$ cat src/rtl/dbg_watch_pkg.sv
package dbg_watch_pkg;
  localparam int NWP    = 3;
  localparam int NSRC   = NWP + 1;
  localparam int WP_IDM = 0;
  localparam int WP_SFR = 1;
  localparam int WP_XDM = 2;

  localparam int REG_AW = 4;
  localparam int REG_DW = 16;

  localparam int REG_PC_ADDR = 0;
  localparam int REG_PC_CTRL = 1;
  localparam int REG_WP_BASE = 2;
  localparam int REG_WP_STEP = 3;
  localparam int REG_STAT    = 11;

  // bit 0 enable, bit 1 write mode, bit 2 data match
  typedef struct packed {
    logic dmatch;
    logic wr;
    logic en;
  } wp_ctrl_t;
endpackage

$ cat src/rtl/dbg_pc_cmp.sv
module dbg_pc_cmp #(
  parameter int PC_W = 16
) (
  input  logic [PC_W-1:0] cfg_addr_i,
  input  logic            cfg_en_i,
  input  logic            suppress_i,
  input  logic [PC_W-1:0] pc_i,
  input  logic            pc_valid_i,
  output logic            hit_o
);
  assign hit_o = cfg_en_i & ~suppress_i & pc_valid_i & (pc_i == cfg_addr_i);
endmodule

$ cat src/rtl/dbg_wp_cmp.sv
module dbg_wp_cmp
  import dbg_watch_pkg::*;
#(
  parameter int AW = 16,
  parameter int DW = 8
) (
  input  logic [AW-1:0] cfg_addr_i,
  input  logic [DW-1:0] cfg_data_i,
  input  wp_ctrl_t      cfg_i,
  input  logic          suppress_i,
  input  logic [AW-1:0] bus_addr_i,
  input  logic [DW-1:0] bus_wdata_i,
  input  logic [DW-1:0] bus_rdata_i,
  input  logic          bus_we_i,
  input  logic          bus_re_i,
  output logic          hit_o
);
  logic          strobe;
  logic [DW-1:0] seen;
  logic          data_ok;

  assign strobe  = cfg_i.wr ? bus_we_i    : bus_re_i;
  assign seen    = cfg_i.wr ? bus_wdata_i : bus_rdata_i;
  assign data_ok = ~cfg_i.dmatch | (seen == cfg_data_i);
  assign hit_o   = cfg_i.en & ~suppress_i & strobe & data_ok & (bus_addr_i == cfg_addr_i);
endmodule

$ cat src/rtl/dbg_wp_regs.sv
module dbg_wp_regs
  import dbg_watch_pkg::*;
#(
  parameter int PC_W   = 16,
  parameter int IDM_AW = 8,
  parameter int SFR_AW = 8,
  parameter int XDM_AW = 16,
  parameter int DW     = 8,
  parameter int MAX_AW = 16
) (
  input  logic                         clk_i,
  input  logic                         rst_ni,
  input  logic                         reg_req_i,
  input  logic                         reg_we_i,
  input  logic [REG_AW-1:0]            reg_addr_i,
  input  logic [REG_DW-1:0]            reg_wdata_i,
  output logic [REG_DW-1:0]            reg_rdata_o,
  input  logic [NSRC-1:0]              src_hit_i,
  output logic [PC_W-1:0]              pc_addr_o,
  output logic                         pc_en_o,
  output logic [NWP-1:0][MAX_AW-1:0]   wp_addr_o,
  output logic [NWP-1:0][DW-1:0]       wp_data_o,
  output wp_ctrl_t [NWP-1:0]           wp_ctrl_o,
  output logic [NSRC-1:0]              status_o
);
  function automatic logic [MAX_AW-1:0] aw_mask(int idx);
    int w;
    logic [MAX_AW-1:0] m;
    w = (idx == WP_XDM) ? XDM_AW : ((idx == WP_SFR) ? SFR_AW : IDM_AW);
    m = '0;
    for (int b = 0; b < MAX_AW; b++) if (b < w) m[b] = 1'b1;
    return m;
  endfunction

  function automatic logic [REG_AW-1:0] wp_reg(int idx, int field);
    return REG_AW'(REG_WP_BASE + REG_WP_STEP * idx + field);
  endfunction

  logic                       wr;
  logic [NSRC-1:0]            clr;
  logic [NSRC-1:0]            status_d, status_q;
  logic [PC_W-1:0]            pc_addr_q;
  logic                       pc_en_q;
  logic [NWP-1:0][MAX_AW-1:0] wp_addr_q;
  logic [NWP-1:0][DW-1:0]     wp_data_q;
  wp_ctrl_t [NWP-1:0]         wp_ctrl_q;

  assign wr       = reg_req_i & reg_we_i;
  assign clr      = (wr && reg_addr_i == REG_AW'(REG_STAT)) ? reg_wdata_i[NSRC-1:0] : '0;
  assign status_d = (status_q & ~clr) | src_hit_i;  // new match beats clear

  always_ff @(posedge clk_i or negedge rst_ni) begin
    if (!rst_ni) begin
      pc_addr_q <= '0;
      pc_en_q   <= 1'b0;
      wp_addr_q <= '0;
      wp_data_q <= '0;
      wp_ctrl_q <= '0;
      status_q  <= '0;
    end else begin
      if (wr && reg_addr_i == REG_AW'(REG_PC_ADDR)) pc_addr_q <= reg_wdata_i[PC_W-1:0];
      if (wr && reg_addr_i == REG_AW'(REG_PC_CTRL)) pc_en_q   <= reg_wdata_i[0];
      for (int i = 0; i < NWP; i++) begin
        if (wr && reg_addr_i == wp_reg(i, 0)) wp_addr_q[i] <= reg_wdata_i[MAX_AW-1:0] & aw_mask(i);
        if (wr && reg_addr_i == wp_reg(i, 1)) wp_data_q[i] <= reg_wdata_i[DW-1:0];
        if (wr && reg_addr_i == wp_reg(i, 2)) wp_ctrl_q[i] <= wp_ctrl_t'(reg_wdata_i[$bits(wp_ctrl_t)-1:0]);
      end
      status_q <= status_d;
    end
  end

  always_comb begin
    reg_rdata_o = '0;
    if (reg_addr_i == REG_AW'(REG_PC_ADDR)) reg_rdata_o = REG_DW'(pc_addr_q);
    if (reg_addr_i == REG_AW'(REG_PC_CTRL)) reg_rdata_o = REG_DW'(pc_en_q);
    if (reg_addr_i == REG_AW'(REG_STAT))    reg_rdata_o = REG_DW'(status_q);
    for (int i = 0; i < NWP; i++) begin
      if (reg_addr_i == wp_reg(i, 0)) reg_rdata_o = REG_DW'(wp_addr_q[i]);
      if (reg_addr_i == wp_reg(i, 1)) reg_rdata_o = REG_DW'(wp_data_q[i]);
      if (reg_addr_i == wp_reg(i, 2)) reg_rdata_o = REG_DW'(wp_ctrl_q[i]);
    end
  end

  assign pc_addr_o = pc_addr_q;
  assign pc_en_o   = pc_en_q;
  assign wp_addr_o = wp_addr_q;
  assign wp_data_o = wp_data_q;
  assign wp_ctrl_o = wp_ctrl_q;
  assign status_o  = status_q;
endmodule

$ cat src/rtl/dbg_watch_unit.sv
module dbg_watch_unit
  import dbg_watch_pkg::*;
#(
  parameter int PC_W   = 16,
  parameter int IDM_AW = 8,
  parameter int SFR_AW = 8,
  parameter int XDM_AW = 16,
  parameter int DW     = 8
) (
  input  logic              clk_i,
  input  logic              rst_ni,
  input  logic              cpu_run_i,
  input  logic              dbg_acc_i,
  input  logic [PC_W-1:0]   pc_i,
  input  logic              pc_valid_i,
  input  logic [IDM_AW-1:0] idm_addr_i,
  input  logic [DW-1:0]     idm_wdata_i,
  input  logic [DW-1:0]     idm_rdata_i,
  input  logic              idm_we_i,
  input  logic              idm_re_i,
  input  logic [SFR_AW-1:0] sfr_addr_i,
  input  logic [DW-1:0]     sfr_wdata_i,
  input  logic [DW-1:0]     sfr_rdata_i,
  input  logic              sfr_we_i,
  input  logic              sfr_re_i,
  input  logic [XDM_AW-1:0] xdm_addr_i,
  input  logic [DW-1:0]     xdm_wdata_i,
  input  logic [DW-1:0]     xdm_rdata_i,
  input  logic              xdm_we_i,
  input  logic              xdm_re_i,
  input  logic              reg_req_i,
  input  logic              reg_we_i,
  input  logic [REG_AW-1:0] reg_addr_i,
  input  logic [REG_DW-1:0] reg_wdata_i,
  output logic [REG_DW-1:0] reg_rdata_o,
  output logic              halt_req_o,
  output logic              cpu_exec_o,
  output logic              dbg_busy_o
);
  localparam int MAX_AW = (XDM_AW > IDM_AW) ? ((XDM_AW > SFR_AW) ? XDM_AW : SFR_AW)
                                            : ((IDM_AW > SFR_AW) ? IDM_AW : SFR_AW);

  logic [PC_W-1:0]            pc_addr;
  logic                       pc_en;
  logic [NWP-1:0][MAX_AW-1:0] wp_addr;
  logic [NWP-1:0][DW-1:0]     wp_data;
  wp_ctrl_t [NWP-1:0]         wp_ctrl;
  logic [NSRC-1:0]            status;
  logic [NSRC-1:0]            src_hit;

  logic [NWP-1:0][MAX_AW-1:0] bus_addr;
  logic [NWP-1:0][DW-1:0]     bus_wdata, bus_rdata;
  logic [NWP-1:0]             bus_we, bus_re;

  assign bus_addr[WP_IDM]  = MAX_AW'(idm_addr_i);
  assign bus_addr[WP_SFR]  = MAX_AW'(sfr_addr_i);
  assign bus_addr[WP_XDM]  = MAX_AW'(xdm_addr_i);
  assign bus_wdata         = {xdm_wdata_i, sfr_wdata_i, idm_wdata_i};
  assign bus_rdata         = {xdm_rdata_i, sfr_rdata_i, idm_rdata_i};
  assign bus_we            = {xdm_we_i, sfr_we_i, idm_we_i};
  assign bus_re            = {xdm_re_i, sfr_re_i, idm_re_i};

  dbg_wp_regs #(
    .PC_W(PC_W), .IDM_AW(IDM_AW), .SFR_AW(SFR_AW), .XDM_AW(XDM_AW), .DW(DW), .MAX_AW(MAX_AW)
  ) u_regs (
    .clk_i      (clk_i),
    .rst_ni     (rst_ni),
    .reg_req_i  (reg_req_i),
    .reg_we_i   (reg_we_i),
    .reg_addr_i (reg_addr_i),
    .reg_wdata_i(reg_wdata_i),
    .reg_rdata_o(reg_rdata_o),
    .src_hit_i  (src_hit),
    .pc_addr_o  (pc_addr),
    .pc_en_o    (pc_en),
    .wp_addr_o  (wp_addr),
    .wp_data_o  (wp_data),
    .wp_ctrl_o  (wp_ctrl),
    .status_o   (status)
  );

  dbg_pc_cmp #(.PC_W(PC_W)) u_pc_cmp (
    .cfg_addr_i(pc_addr),
    .cfg_en_i  (pc_en),
    .suppress_i(dbg_acc_i),
    .pc_i      (pc_i),
    .pc_valid_i(pc_valid_i),
    .hit_o     (src_hit[0])
  );

  for (genvar g = 0; g < NWP; g++) begin : g_wp
    dbg_wp_cmp #(.AW(MAX_AW), .DW(DW)) u_cmp (
      .cfg_addr_i (wp_addr[g]),
      .cfg_data_i (wp_data[g]),
      .cfg_i      (wp_ctrl[g]),
      .suppress_i (dbg_acc_i),
      .bus_addr_i (bus_addr[g]),
      .bus_wdata_i(bus_wdata[g]),
      .bus_rdata_i(bus_rdata[g]),
      .bus_we_i   (bus_we[g]),
      .bus_re_i   (bus_re[g]),
      .hit_o      (src_hit[g+1])
    );
  end

  assign halt_req_o = |status;
  assign cpu_exec_o = cpu_run_i & ~halt_req_o;
  assign dbg_busy_o = dbg_acc_i | reg_req_i;
endmodule

$ cat config.mk
export PLATFORM = sky130hd
export DESIGN_NAME = dbg_watch_unit
export DESIGN_NICKNAME = d
export VERILOG_FILES = /design/src/rtl/dbg_watch_pkg.sv /design/src/rtl/dbg_pc_cmp.sv /design/src/rtl/dbg_wp_cmp.sv /design/src/rtl/dbg_wp_regs.sv /design/src/rtl/dbg_watch_unit.sv
export SDC_FILE = /design/constraint.sdc
export NUM_CORES = 1
export LEC_CHECK = 0
export BUFFER_PORTS_ARGS = -buffer_cell sky130_fd_sc_hd__clkbuf_2
export CAP_MARGIN = 0
export CORE_MARGIN = 1
export CORE_UTILIZATION = 54
export CTS_CLUSTER_DIAMETER = 200
export DETAILED_ROUTE_END_ITERATION = 7
export GPL_TIMING_DRIVEN = 0
export HOLD_SLACK_MARGIN = 0.1
export MAX_ROUTING_LAYER = met4
export PLACE_DENSITY = 0.87
export SLEW_MARGIN = 10
export SYNTH_ARGS = -nofsm -noshare
export SYNTH_HDL_FRONTEND = slang
export SYNTH_HIERARCHICAL = 1
export SYNTH_SLANG_ARGS = --single-unit
$ cat constraint.sdc
create_clock -name clk_i -period 1.7 [get_ports clk_i]
set_input_delay 0.255 -clock clk_i [delete_from_list [all_inputs] [get_ports clk_i]]
set_output_delay 0.255 -clock clk_i [all_outputs]
set_load 0.02 [all_outputs]
Yosys cells after proc, flatten, opt, wreduce, memory -nomap -nowiden
Cells that the tools add are included.
{"block": "totals", "output_inout_bits": 19, "register_bits": 102, "elab_cells": 104}
{"block": "op_classes", "bitwise_logic": 32, "n_reduce_logical": 14, "n_mux": 22, "eq_ne": 18}
{"operator": "2-to-1 mux 16 bit", "count": 12}
{"operator": "AND 16 x 8 -> 16 bit", "count": 2}
{"operator": "equality test 16 bit", "count": 2}
{"operator": "equality test 8 x 16 -> 1 bit", "count": 2}
{"operator": "equality test 8 bit", "count": 3}
{"operator": "2-to-1 mux 8 bit", "count": 3}
{"operator": "AND 1 bit", "count": 17}
{"operator": "AND 16 bit", "count": 1}
{"operator": "equality test 4 x 3 -> 1 bit (second input constant)", "count": 4}
{"operator": "equality test 4 bit (second input constant)", "count": 4}
{"operator": "logical AND 1 bit", "count": 12}
{"operator": "equality test 4 x 2 -> 1 bit (second input constant)", "count": 2}
{"operator": "2-to-1 mux 1 bit", "count": 6}
{"operator": "inverter 1 bit", "count": 5}
{"operator": "AND 4 bit", "count": 1}
{"operator": "equality test 4 x 1 -> 1 bit (second input constant)", "count": 1}
{"operator": "zero test 4 bit", "count": 1}
{"operator": "2-to-1 mux 4 bit", "count": 1}
{"operator": "inverter 4 bit", "count": 1}
{"operator": "OR 1 bit", "count": 4}
{"operator": "OR 4 bit", "count": 1}
{"operator": "OR reduction 4 bit", "count": 1}

Longest topological paths before layout
{"block": "depth", "depth_word": 13, "ltp_mapped": 7}

Hierarchy
Netlist, hierarchy kept.
{"module": "dbg_wp_regs", "seq_area_each_um2": 2152.1, "area_per_inst_um2": 4266.6, "instances": 1, "cells_per_inst": 352}
{"module": "dbg_wp_cmp", "seq_area_each_um2": 0.0, "area_per_inst_um2": 372.9, "instances": 3, "cells_per_inst": 44}
{"module": "dbg_pc_cmp", "seq_area_each_um2": 0.0, "area_per_inst_um2": 186.4, "instances": 1, "cells_per_inst": 23}
{"module": "dbg_watch_unit", "seq_area_each_um2": 0.0, "area_per_inst_um2": 31.3, "instances": 1, "cells_per_inst": 5}

Worst setup path after synthesis
OpenSTA, ideal clock, no wires.
{"block": "synth_path", "path_type": "input-to-output", "startpoint": "input port reg_addr_i[1]", "endpoint": "output port reg_rdata_o[3]", "n_path_buf": 1, "path_slack_ns": -0.111, "cell_stages": 5, "arrival_time_ns": 1.556, "path_cell_list": "buf_2 nor3_1 a22oi_1 a2111oi_0 a2bb2oi_1"}
{"block": "synth_via", "elab_chain_len": 13, "word_cells_on_any_way": 24}
{"item": "start, declared", "line_no": "dbg_watch_unit.sv:33", "text": "input logic [REG_AW-1:0] reg_addr_i,"}
{"item": "zero test 4 bit", "line_no": "dbg_wp_regs.sv:74", "text": "if (reg_addr_i == REG_AW'(REG_PC_ADDR)) reg_rdata_o = REG_DW'(pc_addr_q);"}
{"item": "2-to-1 mux 16 bit", "line_no": "dbg_wp_regs.sv:74"}
{"item": "2-to-1 mux 16 bit", "line_no": "dbg_wp_regs.sv:75", "text": "if (reg_addr_i == REG_AW'(REG_PC_CTRL)) reg_rdata_o = REG_DW'(pc_en_q);"}
{"item": "2-to-1 mux 16 bit", "line_no": "dbg_wp_regs.sv:76", "text": "if (reg_addr_i == REG_AW'(REG_STAT)) reg_rdata_o = REG_DW'(status_q);"}
{"item": "2-to-1 mux 16 bit", "line_no": "dbg_wp_regs.sv:78", "text": "if (reg_addr_i == wp_reg(i, 0)) reg_rdata_o = REG_DW'(wp_addr_q[i]);"}
{"item": "2-to-1 mux 16 bit", "line_no": "dbg_wp_regs.sv:79", "text": "if (reg_addr_i == wp_reg(i, 1)) reg_rdata_o = REG_DW'(wp_data_q[i]);"}
{"item": "2-to-1 mux 16 bit", "line_no": "dbg_wp_regs.sv:80", "text": "if (reg_addr_i == wp_reg(i, 2)) reg_rdata_o = REG_DW'(wp_ctrl_q[i]);"}
{"item": "2-to-1 mux 16 bit", "line_no": "dbg_wp_regs.sv:78"}
{"item": "2-to-1 mux 16 bit", "line_no": "dbg_wp_regs.sv:79"}
{"item": "2-to-1 mux 16 bit", "line_no": "dbg_wp_regs.sv:80"}
{"item": "2-to-1 mux 16 bit", "line_no": "dbg_wp_regs.sv:78"}
{"item": "2-to-1 mux 16 bit", "line_no": "dbg_wp_regs.sv:79"}
{"item": "2-to-1 mux 16 bit *", "line_no": "dbg_wp_regs.sv:80"}
{"item": "end, declared", "line_no": "dbg_watch_unit.sv:35", "text": "output logic [REG_DW-1:0] reg_rdata_o,"}
Mark *: on every way between the ends. The rest lies on a longest branch, timed or not.

Final worst setup path
{"block": "layout_path", "startpoint": "register u_regs.wp_data_q (netlist bit u_regs/wp_data_o[7])", "endpoint": "output port reg_rdata_o[7]"}
{"block": "layout_via", "elab_chain_len": 8}
{"item": "start, declared", "line_no": "dbg_wp_regs.sv:45", "text": "logic [NWP-1:0][DW-1:0] wp_data_q;"}
{"item": "start signal, assigned by index", "line_no": "dbg_wp_regs.sv:65", "text": "if (wr && reg_addr_i == wp_reg(i, 1)) wp_data_q[i] <= reg_wdata_i[DW-1:0];"}
{"item": "2-to-1 mux 16 bit", "line_no": "dbg_wp_regs.sv:79"}
{"item": "2-to-1 mux 16 bit", "line_no": "dbg_wp_regs.sv:80"}
{"item": "2-to-1 mux 16 bit", "line_no": "dbg_wp_regs.sv:78"}
{"item": "2-to-1 mux 16 bit", "line_no": "dbg_wp_regs.sv:79"}
{"item": "2-to-1 mux 16 bit", "line_no": "dbg_wp_regs.sv:80"}
{"item": "2-to-1 mux 16 bit", "line_no": "dbg_wp_regs.sv:78"}
{"item": "2-to-1 mux 16 bit", "line_no": "dbg_wp_regs.sv:79"}
{"item": "2-to-1 mux 16 bit", "line_no": "dbg_wp_regs.sv:80"}
No other way between the ends.

==> qor.yml <==
status: "finished with violations"
violations: "negative setup slack"
hold_slack_ns: 0.116
synth_edf_count: 0
rr_startpoint: "u_regs/wp_ctrl_o[4]"
max_slew.worst_pin.slew_ns: 0.661
drive_gt1_share_pct: 46.2
htreeDepth: 3
cp-start-kind: "flop"
power_frac_seq_pct: 43.8
io_pins: 148
ys_ff_latch: 86
mostFrequentLayoutCells: "clkbuf_2 (135), dfrtp_1 (85), mux2_2 (62)"
crit_path_max_fanout: 2
power.internal_uw: 4320
grt_setup_unrepaired: "true"
clock_path_buffers: 2
worstHoldEndpoint: "u_regs/pc_addr_o[12]"
synthTopCellsByArea: "dfrtp_1 (38%), mux2_2 (13%), xor2_1 (8.1%), mux2i_1 (6.6%), xnor2_1 (5.8%)"
io_buffers: 147
grt_use_total_pct: 33.8
cp.arrival_ns: 1.75
cp-end-kind: "output port"
hold_violations: 0
syn_area_mm2: 0.00560
syn_avg_cell_area_um2: 10.9
core-area_mm2: 0.00991
fin_crit_sh_pct: 118
power_switching_uw: 2190
initial_utilization_pct: 56.5
num_vias: 4913
synth_cells: 512
grt_pass1_wl_um: 26900
slew_viol_final: 0
pwr-share-comb_pct: 32.9
crit_type: "reg2out"
numClockSinks: 86
grt_max_degree: 48
drtIter0Drc: 311
via_per_inst: 5.71
ys_seq_area_share_pct: 38.4
hold_depth: 2
r2r_end: "u_regs/status_o[2]"
clockRootBuffer: "clkbuf_8"
dp_slack_ns: -0.580
fin_tns_setup_ns: -2.59
cts_made_buffers: 9
place_congestion: 0.912
worst_ir_drop_vdd_mv: 0.621
setup_viol: 10
synth_top_area_share_pct: 38.4
yosysWarnings: 6
power.share.clock_pct: 23.3
max_cap_violations: 0
clkTransAtPathRegs_ns: 0.10
place_area_mm2: 0.00666
r2r_slack_ns: 0
final_cell_area_mm2: 0.00745
fmax_mhz: 500
cp.required_ns: 1.44
clk_latency_ns: 0.36
die_h_um: 104
antenna_found_initial: 0
ys_async_sr_fraction_pct: 100
fp.dieW_um: 104
powerDensity_mw_per_mm2: 873
hp-class: "in2reg"
diodes: 0
layout_min_cycle_time_ns: 2.00
finalWirelength_um: 17700
cts_tree: "built"
antenna_left: 0
switching_share_pct: 33.6
ff2ff_path_depth: 8
syn2layout_area_growth_pct: 33.0
drcViolationCount: 0
dr.pass1.iters: 5
synthFlopType: "dfrtp_1"
yosys.area.top_type: "dfrtp_1"
hpwl_um: 12900
dieArea_mm2: 0.0108
wl_per_cell_um: 20.5
final.setup.worst_slack_ns: -0.302
synth_cell_types: 52
finClkSkew_ns: 0.0128
mostFrequentLayoutCell: "clkbuf_2"
overflow: 0
leakagePower_uw: 0.00360
worstHoldStart: "reg_wdata_i[12]"
fp-row-count: 36
fin_nets: 851
grt_pass1_vias: 5030
relSlewSlack_pct: 55.9
-- final cells by class --
type	instances	area, um^2
Clock inverter	6	70.1
Inverter	5	18.8
Multi-Input combinational cell	412	3570
Sequential cell	86	2150
Clock buffer	10	138
Timing Repair Buffer	170	1020
Tap cell	133	166
Fill cell	683	2460
Buffer	38	312
-- per-layer routing --
| metal | track usage, % | part of all wire (%) | up-vias | routed length [um] |
|---|---|---|---|---|
| li1 | - | - | 2224 | - |
| met1 | 41.6 | 41 | 2407 | 7330 |
| met2 | 56.5 | 50 | 238 | 8790 |
| met3 | 4.39 | 5.6 | 44 | 988 |
| met4 | 13.6 | 3.2 | 0 | 569 |
| met5 | - | 0 | - | 0 |
-- flip-flops by register name, indices dropped and copies added (netlist names) --
signal and cells:
u_regs/wp_data_o 24, u_regs/wp_ctrl_o 9, u_regs/pc_addr_o 16, u_regs/status_o 4, u_regs/pc_en_o 1, u_regs/wp_addr_o 32
-- critical path: stages, from the launching register on --
cell and delay [ns]:
dfrtp_1 0.41, mux2_4 0.30, a221oi_4 0.27, a211o_1 0.18
a21oi_2 0.07, clkbuf_8 0.16
-- power groups by stage --
stage	Sequential, uW	Combinational [uW]	Clock (uW)
floorplan	2730	1250	0
global placement	2850	1670	0
detailed placement	2870	1750	0
CTS	2820	1990	1520
global route	2890	2280	1610
finish	2850	2140	1520
-- logic make-up after synthesis --
| group | synth area share [%] |
|---|---|
| AO/OA/AOI/OAI | 8.26 |
| flip-flops | 38.4 |
| other | 0.134 |
| multiplexers | 24.3 |
| buffers and inverters | 4.85 |
| AND/OR/NAND/NOR | 10.1 |
| XOR/XNOR | 13.9 |
-- cell usage after synthesis (all sizes together), types with 2 or more instances --
master and count:
a22oi 10, nor3 7, nand4 8, o221ai 4, mux2i 37, clkbuf 6
xnor2 37, xor2 52, a21oi 11, o21ai 14, nor2b 6, o2bb2ai 2
a211o 5, a21o 5, nor4 19, dfrtp 86, nand2 21, mux2 88
nor4b 3, nand3 4, nor2 25, inv 5, nand2b 3, conb 2
a221oi 6, buf 33
-- worst max path at each step --
stage	from	end	depth (start not counted)
2_1_floorplan	reg_addr_i[1]	reg_rdata_o[3]	5
3_3_place_gp	reg_addr_i[1]	reg_rdata_o[3]	7
3_5_place_dp	reg_addr_i[1]	reg_rdata_o[3]	7
4_1_cts	u_regs/wp_addr_o[3]	reg_rdata_o[3]	6
5_1_grt	u_regs/wp_ctrl_o[2]	reg_rdata_o[2]	5
6_report	u_regs/wp_data_o[7]	reg_rdata_o[7]	5
-- metrics by stage --
stage	power, uW	cells	utilization (%)
2_1_floorplan	3980	542	-
3_3_place_gp	4520	822	66.9
3_5_place_dp	4620	823	67.2
4_1_cts	6330	856	73.3
5_1_grt	6780	860	75.2
6_report	6510	860	75.2
-- repair_timing --
action / CTS / global route
pin swaps: 26 / 21
hold buffers: 1 / 0
buffers inserted: 17 / 3
hold endpoints to repair: 39 / 0
setup endpoints to repair: 19 / 31
cloned: 0 / 1
resized for setup: 62 / 42
No activity file was read; power rests on OpenSTA's default activity.
